===== src/rtl/spi_fr_pkg.sv =====
package spi_fr_pkg;

    localparam int RATE_W    = 2;
    localparam int DIV_CNT_W = 2 * (1 << RATE_W) - 1;

    typedef enum logic [1:0] {
        ST_IDLE,
        ST_WAIT,
        ST_LEAD,
        ST_TRAIL
    } spi_state_e;

    // Low bits of the divider that span one bit period: D = 2^(2*sel+1)
    function automatic logic [DIV_CNT_W-1:0] period_mask(input logic [RATE_W-1:0] sel);
        return DIV_CNT_W'((1 << (2 * int'(sel) + 1)) - 1);
    endfunction

endpackage


===== src/rtl/spi_fr_baud.sv =====
module spi_fr_baud
    import spi_fr_pkg::*;
(
    input  logic              clk,
    input  logic              rst_n,
    input  logic              run,
    input  logic [RATE_W-1:0] rate_sel,
    output logic              half_tick,
    output logic              bit_tick
);

    logic [DIV_CNT_W-1:0] cnt;
    logic [DIV_CNT_W-1:0] full_mask;
    logic [DIV_CNT_W-1:0] half_mask;

    always_comb begin
        full_mask = period_mask(rate_sel);
        half_mask = full_mask >> 1;
    end

    always_ff @(posedge clk or negedge rst_n) begin
        if (!rst_n)   cnt <= '0;
        else if (run) cnt <= cnt + 1'b1;
        else          cnt <= '0;
    end

    assign half_tick = run && ((cnt & half_mask) == half_mask);
    assign bit_tick  = run && ((cnt & full_mask) == full_mask);


    div_step_chk: assert property (@(posedge clk) disable iff (!rst_n)
        ($past(rst_n) && $past(run)) |-> cnt == $past(cnt) + 1'b1);


    div_clear_chk: assert property (@(posedge clk) disable iff (!rst_n)
        ($past(rst_n) && !$past(run)) |-> cnt == '0);

endmodule


===== src/rtl/spi_fr_engine.sv =====
module spi_fr_engine
    import spi_fr_pkg::*;
#(
    parameter int DATA_W = 8
) (
    input  logic              clk,
    input  logic              rst_n,
    input  logic              run,
    input  logic              cpol,
    input  logic              cpha,
    input  logic              half_tick,
    input  logic              bit_tick,
    input  logic              wr_en,
    input  logic [DATA_W-1:0] wr_data,
    input  logic              miso,
    output logic              sck,
    output logic              mosi,
    output logic [DATA_W-1:0] rx_data,
    output logic              done
);

    localparam int IDX_W = $clog2(DATA_W);

    spi_state_e        state, state_nx;
    logic [DATA_W-1:0] tx_sh, rx_sh, buf_data, rx_q;
    logic              buf_full, done_q;
    logic [IDX_W-1:0]  bit_idx;
    logic              wr_ok, busy, last_bit, frame_end, chain;

    assign wr_ok     = wr_en && run;
    assign busy      = (state == ST_LEAD) || (state == ST_TRAIL);
    assign last_bit  = bit_idx == IDX_W'(DATA_W - 1);
    assign frame_end = (state == ST_TRAIL) && half_tick && last_bit;
    assign chain     = buf_full || wr_ok;

    always_comb begin
        state_nx = state;
        if (!run) begin
            state_nx = ST_IDLE;
        end else begin
            unique case (state)
                ST_IDLE:  if (wr_ok)     state_nx = ST_WAIT;
                ST_WAIT:  if (bit_tick)  state_nx = ST_LEAD;
                ST_LEAD:  if (half_tick) state_nx = ST_TRAIL;
                ST_TRAIL: if (half_tick) state_nx = (last_bit && !chain) ? ST_IDLE : ST_LEAD;
                default:                 state_nx = ST_IDLE;
            endcase
        end
    end

    always_ff @(posedge clk or negedge rst_n) begin
        if (!rst_n) state <= ST_IDLE;
        else        state <= state_nx;
    end

    always_ff @(posedge clk or negedge rst_n) begin
        if (!rst_n) begin
            tx_sh    <= '0;
            rx_sh    <= '0;
            buf_data <= '0;
            rx_q     <= '0;
            buf_full <= 1'b0;
            done_q   <= 1'b0;
            bit_idx  <= '0;
        end else if (!run) begin
            buf_full <= 1'b0;
            bit_idx  <= '0;
        end else begin
            if (wr_ok) done_q <= 1'b0;
            unique case (state)
                ST_IDLE, ST_WAIT: begin
                    bit_idx <= '0;
                    if (wr_ok) tx_sh <= wr_data;
                end
                ST_LEAD: begin
                    if (wr_ok) begin
                        buf_data <= wr_data;
                        buf_full <= 1'b1;
                    end
                    if (half_tick) rx_sh <= {rx_sh[DATA_W-2:0], miso};
                end
                ST_TRAIL: begin
                    if (wr_ok) begin
                        buf_data <= wr_data;
                        buf_full <= 1'b1;
                    end
                    if (half_tick) begin
                        if (last_bit) begin
                            rx_q    <= rx_sh;
                            done_q  <= !wr_ok;
                            bit_idx <= '0;
                            if (chain) begin
                                tx_sh    <= wr_ok ? wr_data : buf_data;
                                buf_full <= 1'b0;
                            end
                        end else begin
                            tx_sh   <= {tx_sh[DATA_W-2:0], 1'b0};
                            bit_idx <= bit_idx + 1'b1;
                        end
                    end
                end
                default: ;
            endcase
        end
    end

    always_comb begin
        sck  = cpol ^ ((state == ST_LEAD && cpha) || (state == ST_TRAIL && !cpha));
        mosi = busy ? tx_sh[DATA_W-1] : 1'b0;
    end

    assign rx_data = rx_q;
    assign done    = done_q;


    done_at_end_chk: assert property (@(posedge clk) disable iff (!rst_n)
        $rose(done_q) |-> ($past(state) == ST_TRAIL && $past(half_tick)));


    wr_clears_done_chk: assert property (@(posedge clk) disable iff (!rst_n)
        (wr_ok && !frame_end) |=> !done_q);


    wait_boundary_chk: assert property (@(posedge clk) disable iff (!rst_n)
        (state == ST_WAIT && run && !bit_tick) |=> state == ST_WAIT);


    half_hold_chk: assert property (@(posedge clk) disable iff (!rst_n)
        (busy && run && !half_tick) |=> ($stable(state) && $stable(tx_sh)));


    idle_no_buf_chk: assert property (@(posedge clk) disable iff (!rst_n)
        (state == ST_IDLE) |-> !buf_full);


    halt_idle_chk: assert property (@(posedge clk) disable iff (!rst_n)
        !run |=> state == ST_IDLE);

endmodule


===== src/rtl/spi_freerun_master.sv =====
module spi_freerun_master
    import spi_fr_pkg::*;
#(
    parameter int DATA_W = 8
) (
    input  logic              clk,
    input  logic              rst_n,
    input  logic              spi_en,
    input  logic              master_sel,
    input  logic              cpol,
    input  logic              cpha,
    input  logic [RATE_W-1:0] rate_sel,
    input  logic              wr_en,
    input  logic [DATA_W-1:0] wr_data,
    input  logic              miso,
    output logic              sck,
    output logic              mosi,
    output logic [DATA_W-1:0] rx_data,
    output logic              xfer_done
);

    logic run, half_tick, bit_tick;

    assign run = spi_en && master_sel;

    spi_fr_baud baud_i (
        .clk       (clk),
        .rst_n     (rst_n),
        .run       (run),
        .rate_sel  (rate_sel),
        .half_tick (half_tick),
        .bit_tick  (bit_tick)
    );

    spi_fr_engine #(.DATA_W(DATA_W)) engine_i (
        .clk       (clk),
        .rst_n     (rst_n),
        .run       (run),
        .cpol      (cpol),
        .cpha      (cpha),
        .half_tick (half_tick),
        .bit_tick  (bit_tick),
        .wr_en     (wr_en),
        .wr_data   (wr_data),
        .miso      (miso),
        .sck       (sck),
        .mosi      (mosi),
        .rx_data   (rx_data),
        .done      (xfer_done)
    );

endmodule


===== config.mk =====
export PLATFORM = sky130hd
export DESIGN_NAME = spi_freerun_master
export DESIGN_NICKNAME = d
export VERILOG_FILES = /design/src/rtl/spi_fr_pkg.sv /design/src/rtl/spi_fr_baud.sv /design/src/rtl/spi_fr_engine.sv /design/src/rtl/spi_freerun_master.sv
export SDC_FILE = /design/constraint.sdc
export NUM_CORES = 1
export LEC_CHECK = 0
export ABC_AREA = 1
export BUFFER_PORTS_ARGS = -buffer_cell sky130_fd_sc_hd__buf_2
export CORE_UTILIZATION = 50
export CTS_CLUSTER_SIZE = 25
export DETAILED_ROUTE_END_ITERATION = 12
export PLACE_DENSITY = 0.69
export SYNTH_ARGS = -nofsm -noshare
export SYNTH_HDL_FRONTEND = slang
export SYNTH_SLANG_ARGS = --single-unit

===== constraint.sdc =====
create_clock -name clk -period 1.9 [get_ports clk]
set_input_delay 0.475 -clock clk [delete_from_list [all_inputs] [get_ports clk]]
set_output_delay 0.475 -clock clk [all_outputs]
set_load 0.01 [all_outputs]

==> run_results.csv, run 1 <==
group,metric,value,unit
status,status,"finished clean",
min_path,hold_class,"input port to asynchronous set/reset pin",
placement,dpl.cell_count,395,
logic_synthesis,synth_area_per_cell,8.186,µm²
logic_synthesis,yosys_most_used_dff,"dfrtp_1",
floorplanning,core,4786,µm²
finish,syn2layout_area_growth,14.24,%
detailed_routing,avgRoutedWirePerCell,12.30,µm
timing,hold_viol,0,
critical_path,critPathKind,"flip-flop to primary output",
placement,placed_cell_area,2711,µm²
detailed_routing,vias,2066,
finish,multi_input_area,1190,µm²
logic_synthesis,synth.cell_area,2505,µm²
critical_path,reg2reg_depth,8,
clocking,cts.clk_slew.worst_paths,0.10,ns
detailed_routing,drt_iter0_markers,156,
critical_path,critPathMaxFanout,6,
timing,maxSlewViolCount,0,
critical_path,crit_path_end_kind,"primary output",
timing,fin_skew,0.009656,ns
placement,gp_congestion,0.8199,
timing,max_freq,556.3,MHz
timing,relSlewSlack,65.01,%
logic_synthesis,async_reset_ff_share,100.0,%
grt,antenna_found_initial,0,
finish,regArea,1154,µm²
finish,fill_cells,459,
grt,grt_use_met2,36.14,%
clocking,cts_tree,"built",
floorplanning,dieHeight,72.78,µm
finish,stdcell_area,2861,µm²
placement,hpwl,3684,µm
detailed_routing,finalWirelength,5032,µm
grt,grt_start_max_net_pins,26,
logic_synthesis,syn_inst,306,
floorplanning,fp.dieW,72.78,µm
floorplanning,start_util,52.34,%
clocking,ctsHoldBuffers,0,
detailed_routing,vias_per_cell,5.051,
finish,diodes,0,
grt,grt_pass1_vias,1887,
floorplanning,io_pins,29,
logic_synthesis,synth_seq_area_share,45.95,%
grt,grt.total_usage,20.71,%
grt,top_usage_layer,"met2",
critical_path,crit_path_start_kind,"flip-flop",
logic_synthesis,ys_warn_count,0,
finish,final_common_cell,"nand2_1",
power,ir_worst_vdd,0.3230,mV
finish,post-route-util,59.79,%
detailed_routing,ant_nets,0,
logic_synthesis,synth_nets,327,
clocking,cts_max_level,2,
detailed_routing,dr.pass1.iters,4,
clocking,cts_made_buffers,5,
power,finalPower,2.142,mW
timing,period_share,94.60,%
clocking,root_buffer,"clkbuf_8",
timing,min_period,1.797,ns
finish,final_cells,409,
grt,grt_overflow,0,
timing,worst_pin_slew,0.5249,ns
floorplanning,die_area,5297,µm²
finish,layout_common_cells,"92 x nand2_1, 44 x dfrtp_1, 29 x nand3_1",
finish,final_layout_size_suffix_gt1_share,23.10,%
critical_path,worstPathRequired,1.42,ns
logic_synthesis,synth-edff-count,0,
grt,grt_pass1_wl,8328,µm
critical_path,critPathArrivalTime,1.32,ns
power,p_leak,1.433,nW
grt,grtUsageMet1,25.72,%
logic_synthesis,synth_cell_types,36,
job,drv_cap,0,
clocking,insertion_delay,0.31,ns
placement,portBuffers,28,
timing,setup-violations-final,0,
detailed_routing,remaining_drc_errors,0,
grt,grt_use_met3,4.282,%
floorplanning,rows,25,
clocking,cts_buffer_depth,2,
logic_synthesis,ys_seq_elements,46,
finish,final_nets,362,
clocking,cts_sinks,46,
power,power_density,748.6,nW/µm²
-- critical path, cell delays in order, from the launching register on --
cell and delay [ns]:
dfrtp_2 0.47, nand2_2 0.09, inv_1 0.07, o21ai_2 0.12, xnor2_1 0.12, buf_2 0.14
-- layer usage --
metal  vias up  routed length (µm)
li1       1067                   -
met1       966                2393
met2        28                2424
met3         5                 153
met4         0                  60
met5         -                   0
-- power breakdown --
| group | leakage [nW] | total, mW | switching [mW] | internal (mW) |
|---|---|---|---|---|
| combinational | 0.792 | 0.350 | 0.200 | 0.150 |
| sequential | 0.596 | 1.17 | 0.0656 | 1.10 |
| clock | 0.0447 | 0.625 | 0.359 | 0.266 |
| total | 1.43 | 2.14 | 0.624 | 1.52 |
-- registers in the layout (all words and copies together) (netlist names), 2 cells and up --
signal and count:
baud_i.cnt 7, engine_i.bit_idx 3, engine_i.rx_data 8, engine_i.buf_data 8, engine_i.tx_sh 8, engine_i.rx_sh 8, engine_i.state 2
-- worst paths after layout --
check	from	to	slack (ns)
worst min-delay path	rst_n	engine_i.bit_idx[1]$_DFFE_PN0P_	0.13
worst max-delay path	engine_i.state[1]$_DFFE_PN0P_	sck	0.10
worst max register to register	engine_i.bit_idx[0]$_DFFE_PN0P_	engine_i.tx_sh[1]$_DFFE_PN0P_	0.25
worst min register to register	engine_i.rx_data[7]$_DFFE_PN0P_	engine_i.rx_data[7]$_DFFE_PN0P_	0.48
min in group clk	miso	engine_i.rx_sh[0]$_DFFE_PN0P_	0.41
max in group asynchronous	rst_n	engine_i.state[0]$_DFFE_PN0P_	1.24
-- metrics by stage --
stage                     setup slack [ns]  hold WS (ns)  TNS [ns]
final                               0.1025        0.1303         0
after global routing              -0.02861        0.1820  -0.02861
after CTS                         0.002624        0.1528         0
after detailed placement            0.1535        0.4605         0
after global placement              0.1880        0.4563         0
after floorplan                     0.2758        0.1794         0
-- cells by family after synthesis --
group | Yosys count | synth area share, %
and+or+nand+nor | 175 | 33.17
DFF | 46 | 45.95
AOI/OAI and AO/OA | 42 | 11.79
buffers and inverters | 38 | 6.893
adders and majority gates | 3 | 1.499
xor gates and xnor gates | 2 | 0.6994
-- cell usage after synthesis (2+ instances only) --
library cell  instances  area share (%)
nand2_4               3             1.3
nor2_1               26             3.9
nand3_4               2             1.4
nand2_1              92              14
inv_1                23             3.4
nand3_1              29             5.8
o21a_1                7             2.1
nor2_4                3             1.3
o21ai_1               7             1.4
buf_4                 4             1.2
o21ai_2               7             2.4
ha_1                  3             1.5
o21ai_0               7             1.4
nand4_1               8             2.0
inv_2                 2            0.30
nor3_1                3            0.60
a21oi_1               7             1.4
buf_2                 6             1.2
o211ai_1              2            0.60
nand2_2               4             1.0
dfrtp_1              46              46
-- layout make-up --
type | count | area share (%)
multi-input combinational | 222 | 41.58
timing repair buffer | 40 | 8.483
tap | 67 | 2.930
inverter | 26 | 3.411
clock buffer | 5 | 2.405
sequential | 46 | 40.32
clock inverter | 3 | 0.8745
-- timing repair --
| item | 4_1_cts | 5_1_grt |
|---|---|---|
| setup endpoints to repair | 1 | 1 |
| buffers inserted | 0 | 6 |
| resized for setup | 2 | 3 |
| pin swaps | 0 | 1 |
No activity file was read; power rests on OpenSTA's default activity.
==> run 2, diff against run 1 <==
- PLACE_DENSITY: 0.69 -> 0.72
- clock period: 1.9 -> 1.5 ns (I/O delays scaled with it)
==> run_results.csv, run 2 (same netlist as run 1, synthesis figures left out) <==
group,metric,value,unit
critical_path,crit_path_start_kind,"flip-flop",
grt,grt_pass1_vias,1897,
timing,relSlewSlack,81.27,%
floorplanning,dieHeight,72.78,µm
grt,grt.total_usage,20.38,%
finish,diodes,0,
detailed_routing,remaining_drc_errors,0,
clocking,cts_buffer_depth,2,
floorplanning,die_area,5297,µm²
finish,syn2layout_area_growth,20.23,%
job,drv_cap,0,
finish,stdcell_area,3012,µm²
power,p_switching,775.6,µW
clocking,cts_tree,"built",
power,internal_power,1.937,mW
critical_path,critPathKind,"flip-flop to primary output",
critical_path,reg2reg_depth,8,
detailed_routing,finalWirelength,5129,µm
grt,grt_pass1_wl,8252,µm
placement,dpl.cell_count,407,
power,p_leak,1.502,nW
finish,fill_cells,421,
detailed_routing,avgRoutedWirePerCell,12.13,µm
status,status,"complete, but fails checks",
detailed_routing,drt_iter0_markers,101,
timing,max_freq,615.5,MHz
placement,portBuffers,28,
power,p_seq_share,54.8,%
power,power_density,900.6,nW/µm²
timing,rsz0062_at_grt,"yes",
timing,setup-violations-final,2,
finish,final_cells,423,
critical_path,critPathMaxFanout,3,
timing,worst_pin_slew,0.2793,ns
detailed_routing,vias,2108,
power,finalPower,2.712,mW
critical_path,critPathArrivalTime,1.25,ns
placement,hpwl,3843,µm
floorplanning,start_util,52.34,%
finish,final_nets,376,
power,comb_power_share,17.7,%
detailed_routing,vias_per_cell,4.983,
timing,hold_viol,0,
clocking,cts_sinks,46,
timing,period_share,108.3,%
detailed_routing,ant_nets,0,
floorplanning,io_pins,29,
min_path,hold_class,"input port to asynchronous set/reset pin",
placement,gp_congestion,0.8758,
grt,grt_overflow,0,
critical_path,reg2reg_slack,0.07,ns
detailed_routing,dr.pass1.iters,4,
clocking,cts.clk_slew.worst_paths,0.09,ns
floorplanning,fp.dieW,72.78,µm
power,ir_worst_vdd,0.5624,mV
grt,grt_start_max_net_pins,47,
floorplanning,rows,25,
floorplanning,core,4786,µm²
critical_path,crit_path_end_kind,"primary output",
clocking,cts_made_buffers,5,
clocking,cts_max_level,2,
timing,hold_slack,0.02483,ns
finish,layout_common_cells,"90 x nand2_1, 45 x dfrtp_1, 28 x nand3_1, 28 x buf_2, 23 x nor2_1",
grt,antenna_found_initial,0,
placement,placed_cell_area,2809,µm²
status,violations,"negative setup slack",
clocking,root_buffer,"clkbuf_8",
critical_path,worstPathRequired,1.12,ns
critical_path,r2r_start,"engine_i.bit_idx[0]$_DFFE_PN0P_",
timing,fin_ws,-0.1248,ns
critical_path,reg2reg_to,"engine_i.tx_sh[3]$_DFFE_PN0P_",
timing,maxSlewViolCount,0,
placement,pre_cts_ws,0.001740,ns
finish,final_layout_size_suffix_gt1_share,28.65,%
finish,post-route-util,62.93,%
power,switching_share,28.59,%
timing,fin_skew,0.003911,ns
clocking,insertion_delay,0.30,ns
timing,min_period,1.625,ns
timing,setup_tns,-0.2081,ns
finish,final_common_cell,"nand2_1",
power,clkPwrFrac,27.6,%
run 2: cell type report:
type | instances | area, µm² | area share (%)
clock buffer | 5 | 68.82 | 2.285
sequential | 46 | 1152 | 38.26
multi-input combinational | 222 | 1222 | 40.59
tap | 67 | 83.83 | 2.784
inverter | 26 | 100.1 | 3.324
timing repair buffer | 54 | 362.8 | 12.05
clock inverter | 3 | 21.27 | 0.7063
run 2: worst max-delay path, stage by stage (launching register included):
cell	delay, ns
dfrtp_2	0.45
nand2_2	0.09
inv_2	0.05
o21ai_2	0.11
xnor2_1	0.12
buf_2	0.14
run 2: worst max-delay path by stage:
stage                     depth (start not counted)  slack, ns                             to                            start
after floorplan                                   9    -0.0005  engine_i.tx_sh[1]$_DFFE_PN0P_  engine_i.bit_idx[0]$_DFFE_PN0P_
after global placement                            8       0.06  engine_i.tx_sh[1]$_DFFE_PN0P_  engine_i.bit_idx[1]$_DFFE_PN0P_
after CTS                                         6      -0.16                            sck    engine_i.state[0]$_DFFE_PN0P_
final                                             5      -0.12                            sck    engine_i.state[1]$_DFFE_PN0P_
after global routing                              6      -0.18                            sck    engine_i.state[0]$_DFFE_PN0P_
after detailed placement                          8      0.002  engine_i.tx_sh[1]$_DFFE_PN0P_  engine_i.bit_idx[1]$_DFFE_PN0P_
run 2: power groups by stage:
stage,combinational (mW),clock (mW),sequential [mW]
4_1_cts,0.473,0.780,1.48
6_report,0.479,0.749,1.49
2_1_floorplan,0.317,0,1.48
5_1_grt,0.539,0.808,1.50
3_3_place_gp,0.436,0,1.50
3_5_place_dp,0.453,0,1.51
run 2: what timing repair did:
action                                  4_1_cts  5_1_grt
setup buffers                                 6        2
hold buffers                                  0        0
gates resized for setup                       6       10
pin swaps                                     4        4
endpoints found under the setup margin        5       14
hold endpoints to repair                      0        0
run 2: metal layers:
| metal | GRT usage, % | wire length (µm) | up-vias |
|---|---|---|---|
| met2 | 35.93 | 2633 | 25 |
| li1 | - | - | 1095 |
| met5 | 0 | 0 | - |
| met3 | 4.144 | 125 | 6 |
| met4 | 5.229 | 50 | 0 |
| met1 | 25.51 | 2319 | 982 |
==> run 3, diff against run 2 <==
- PLACE_DENSITY: 0.72 -> 0.81
==> run_results.csv, run 3 (same netlist as run 1, synthesis figures left out) <==
group,metric,value,unit
timing,relSlewSlack,83.18,%
timing,hold_slack,0.02897,ns
critical_path,crit_path_end_kind,"primary output",
detailed_routing,remaining_drc_errors,0,
finish,layout_common_cells,"83 x nand2_1, 45 x dfrtp_1, 28 x nand3_1, 28 x buf_2, 25 x nor2_1",
detailed_routing,dr.pass1.iters,4,
timing,fin_ws,-0.1537,ns
placement,dpl.cell_count,405,
power,finalPower,2.912,mW
clocking,cts.clk_slew.worst_paths,0.09,ns
placement,hpwl,3751,µm
placement,portBuffers,28,
finish,syn2layout_area_growth,20.03,%
detailed_routing,ant_nets,0,
floorplanning,rows,25,
critical_path,slowest_delay,0.44,ns
grt,grt_pass1_vias,2028,
critical_path,critPathKind,"flip-flop to primary output",
finish,final_cells,417,
timing,maxSlewViolCount,0,
floorplanning,start_util,52.34,%
clocking,root_buffer,"clkbuf_8",
floorplanning,io_pins,29,
job,drv_cap,0,
status,violations,"negative setup slack",
clocking,cts_buffer_depth,2,
floorplanning,dieHeight,72.78,µm
critical_path,reg2reg_depth,8,
grt,grt_overflow,0,
timing,period_share,110.2,%
critical_path,crit_path_start_kind,"flip-flop",
power,power_density,968.5,nW/µm²
critical_path,worstPathRequired,1.12,ns
placement,gp_congestion,0.8260,
min_path,hold_class,"input port to asynchronous set/reset pin",
detailed_routing,drt_iter0_markers,101,
critical_path,critPathArrivalTime,1.28,ns
clocking,cts_max_level,2,
finish,final_common_cell,"nand2_1",
timing,setup-violations-final,2,
timing,max_freq,604.7,MHz
detailed_routing,wl_met3,260,µm
finish,post-route-util,62.82,%
placement,pre_cts_ws,0.04009,ns
timing,setup_tns,-0.2550,ns
detailed_routing,vias_per_cell,5.206,
clocking,cts_sinks,46,
critical_path,cp_slowest_cell,"dfrtp_2",
timing,rsz0062_at_grt,"yes",
detailed_routing,avgRoutedWirePerCell,12.84,µm
clocking,ctsHoldBuffers,0,
status,status,"complete, but fails checks",
clocking,cts_made_buffers,5,
finish,final_layout_size_suffix_gt1_share,28.86,%
finish,diodes,0,
grt,grt_start_max_net_pins,47,
floorplanning,core,4786,µm²
timing,hold_viol,0,
clocking,insertion_delay,0.31,ns
floorplanning,die_area,5297,µm²
finish,stdcell_area,3007,µm²
finish,final_nets,370,
timing,worst_pin_slew,0.2523,ns
placement,placed_cell_area,2794,µm²
critical_path,critPathMaxFanout,3,
grt,grt.total_usage,21.58,%
critical_path,reg2reg_slack,0.01,ns
power,p_leak,1.487,nW
grt,grt_pass1_wl,8659,µm
power,ir_worst_vdd,0.9044,mV
critical_path,cp_cell_sequence,"nand2_2 > inv_2 > o21ai_2 > xnor2_1 > buf_2",
detailed_routing,m1WireLength,2293,µm
detailed_routing,met2_length,2743,µm
detailed_routing,top_layer,"met4",
floorplanning,fp.dieW,72.78,µm
timing,fin_skew,0.008935,ns
grt,antenna_found_initial,0,
finish,fill_cells,406,
clocking,cts_tree,"built",
timing,min_period,1.654,ns
detailed_routing,finalWirelength,5356,µm
detailed_routing,vias,2171,
run 3: critical path, delay by kind of cell (launching register included):
kind,cells,cell delay [ns]
DFF,1,0.44
buffers and inverters,2,0.20
xor gates and xnor gates,1,0.12
AOI/OAI and AO/OA,1,0.11
and+or+nand+nor,1,0.09
run 3: final cells by class:
type | count | area [µm²] | area share (%)
Clock inverter | 3 | 43.79 | 1.457
Inverter | 26 | 100.1 | 3.329
Timing Repair Buffer | 48 | 317.8 | 10.57
Tap cell | 67 | 83.83 | 2.788
Sequential cell | 46 | 1152 | 38.33
Clock buffer | 5 | 68.82 | 2.289
Multi-Input combinational cell | 222 | 1240 | 41.24
run 3: per-layer routing:
metal,GRT usage (%),up-vias
met1,27.21,1028
met3,5.387,9
met5,0,-
met2,36.97,51
met4,5.882,0
li1,-,1083
run 3: path summary, 6_finish.rpt:
path                                                  from                                to
hold reg to reg                    baud_i.cnt[6]$_DFF_PN0_           baud_i.cnt[6]$_DFF_PN0_
min in group clk                                      miso     engine_i.rx_sh[0]$_DFFE_PN0P_
hold / removal                                       rst_n   engine_i.bit_idx[0]$_DFFE_PN0P_
max in group asynchronous                            rst_n  engine_i.buf_data[7]$_DFFE_PN0P_
setup reg to reg           engine_i.bit_idx[1]$_DFFE_PN0P_     engine_i.tx_sh[1]$_DFFE_PN0P_
setup / recovery             engine_i.state[1]$_DFFE_PN0P_                               sck
run 3: what timing repair did:
item / CTS / global route
pin swaps: 0 / 4
setup buffers: 2 / 4
setup endpoints to repair: 2 / 21
gates cloned: 0 / 0
gates resized for setup: 6 / 17
run 3: power by group:
group,internal (mW),switching (mW)
clock network,0.499,0.439
logic,0.213,0.275
registers,1.40,0.0892
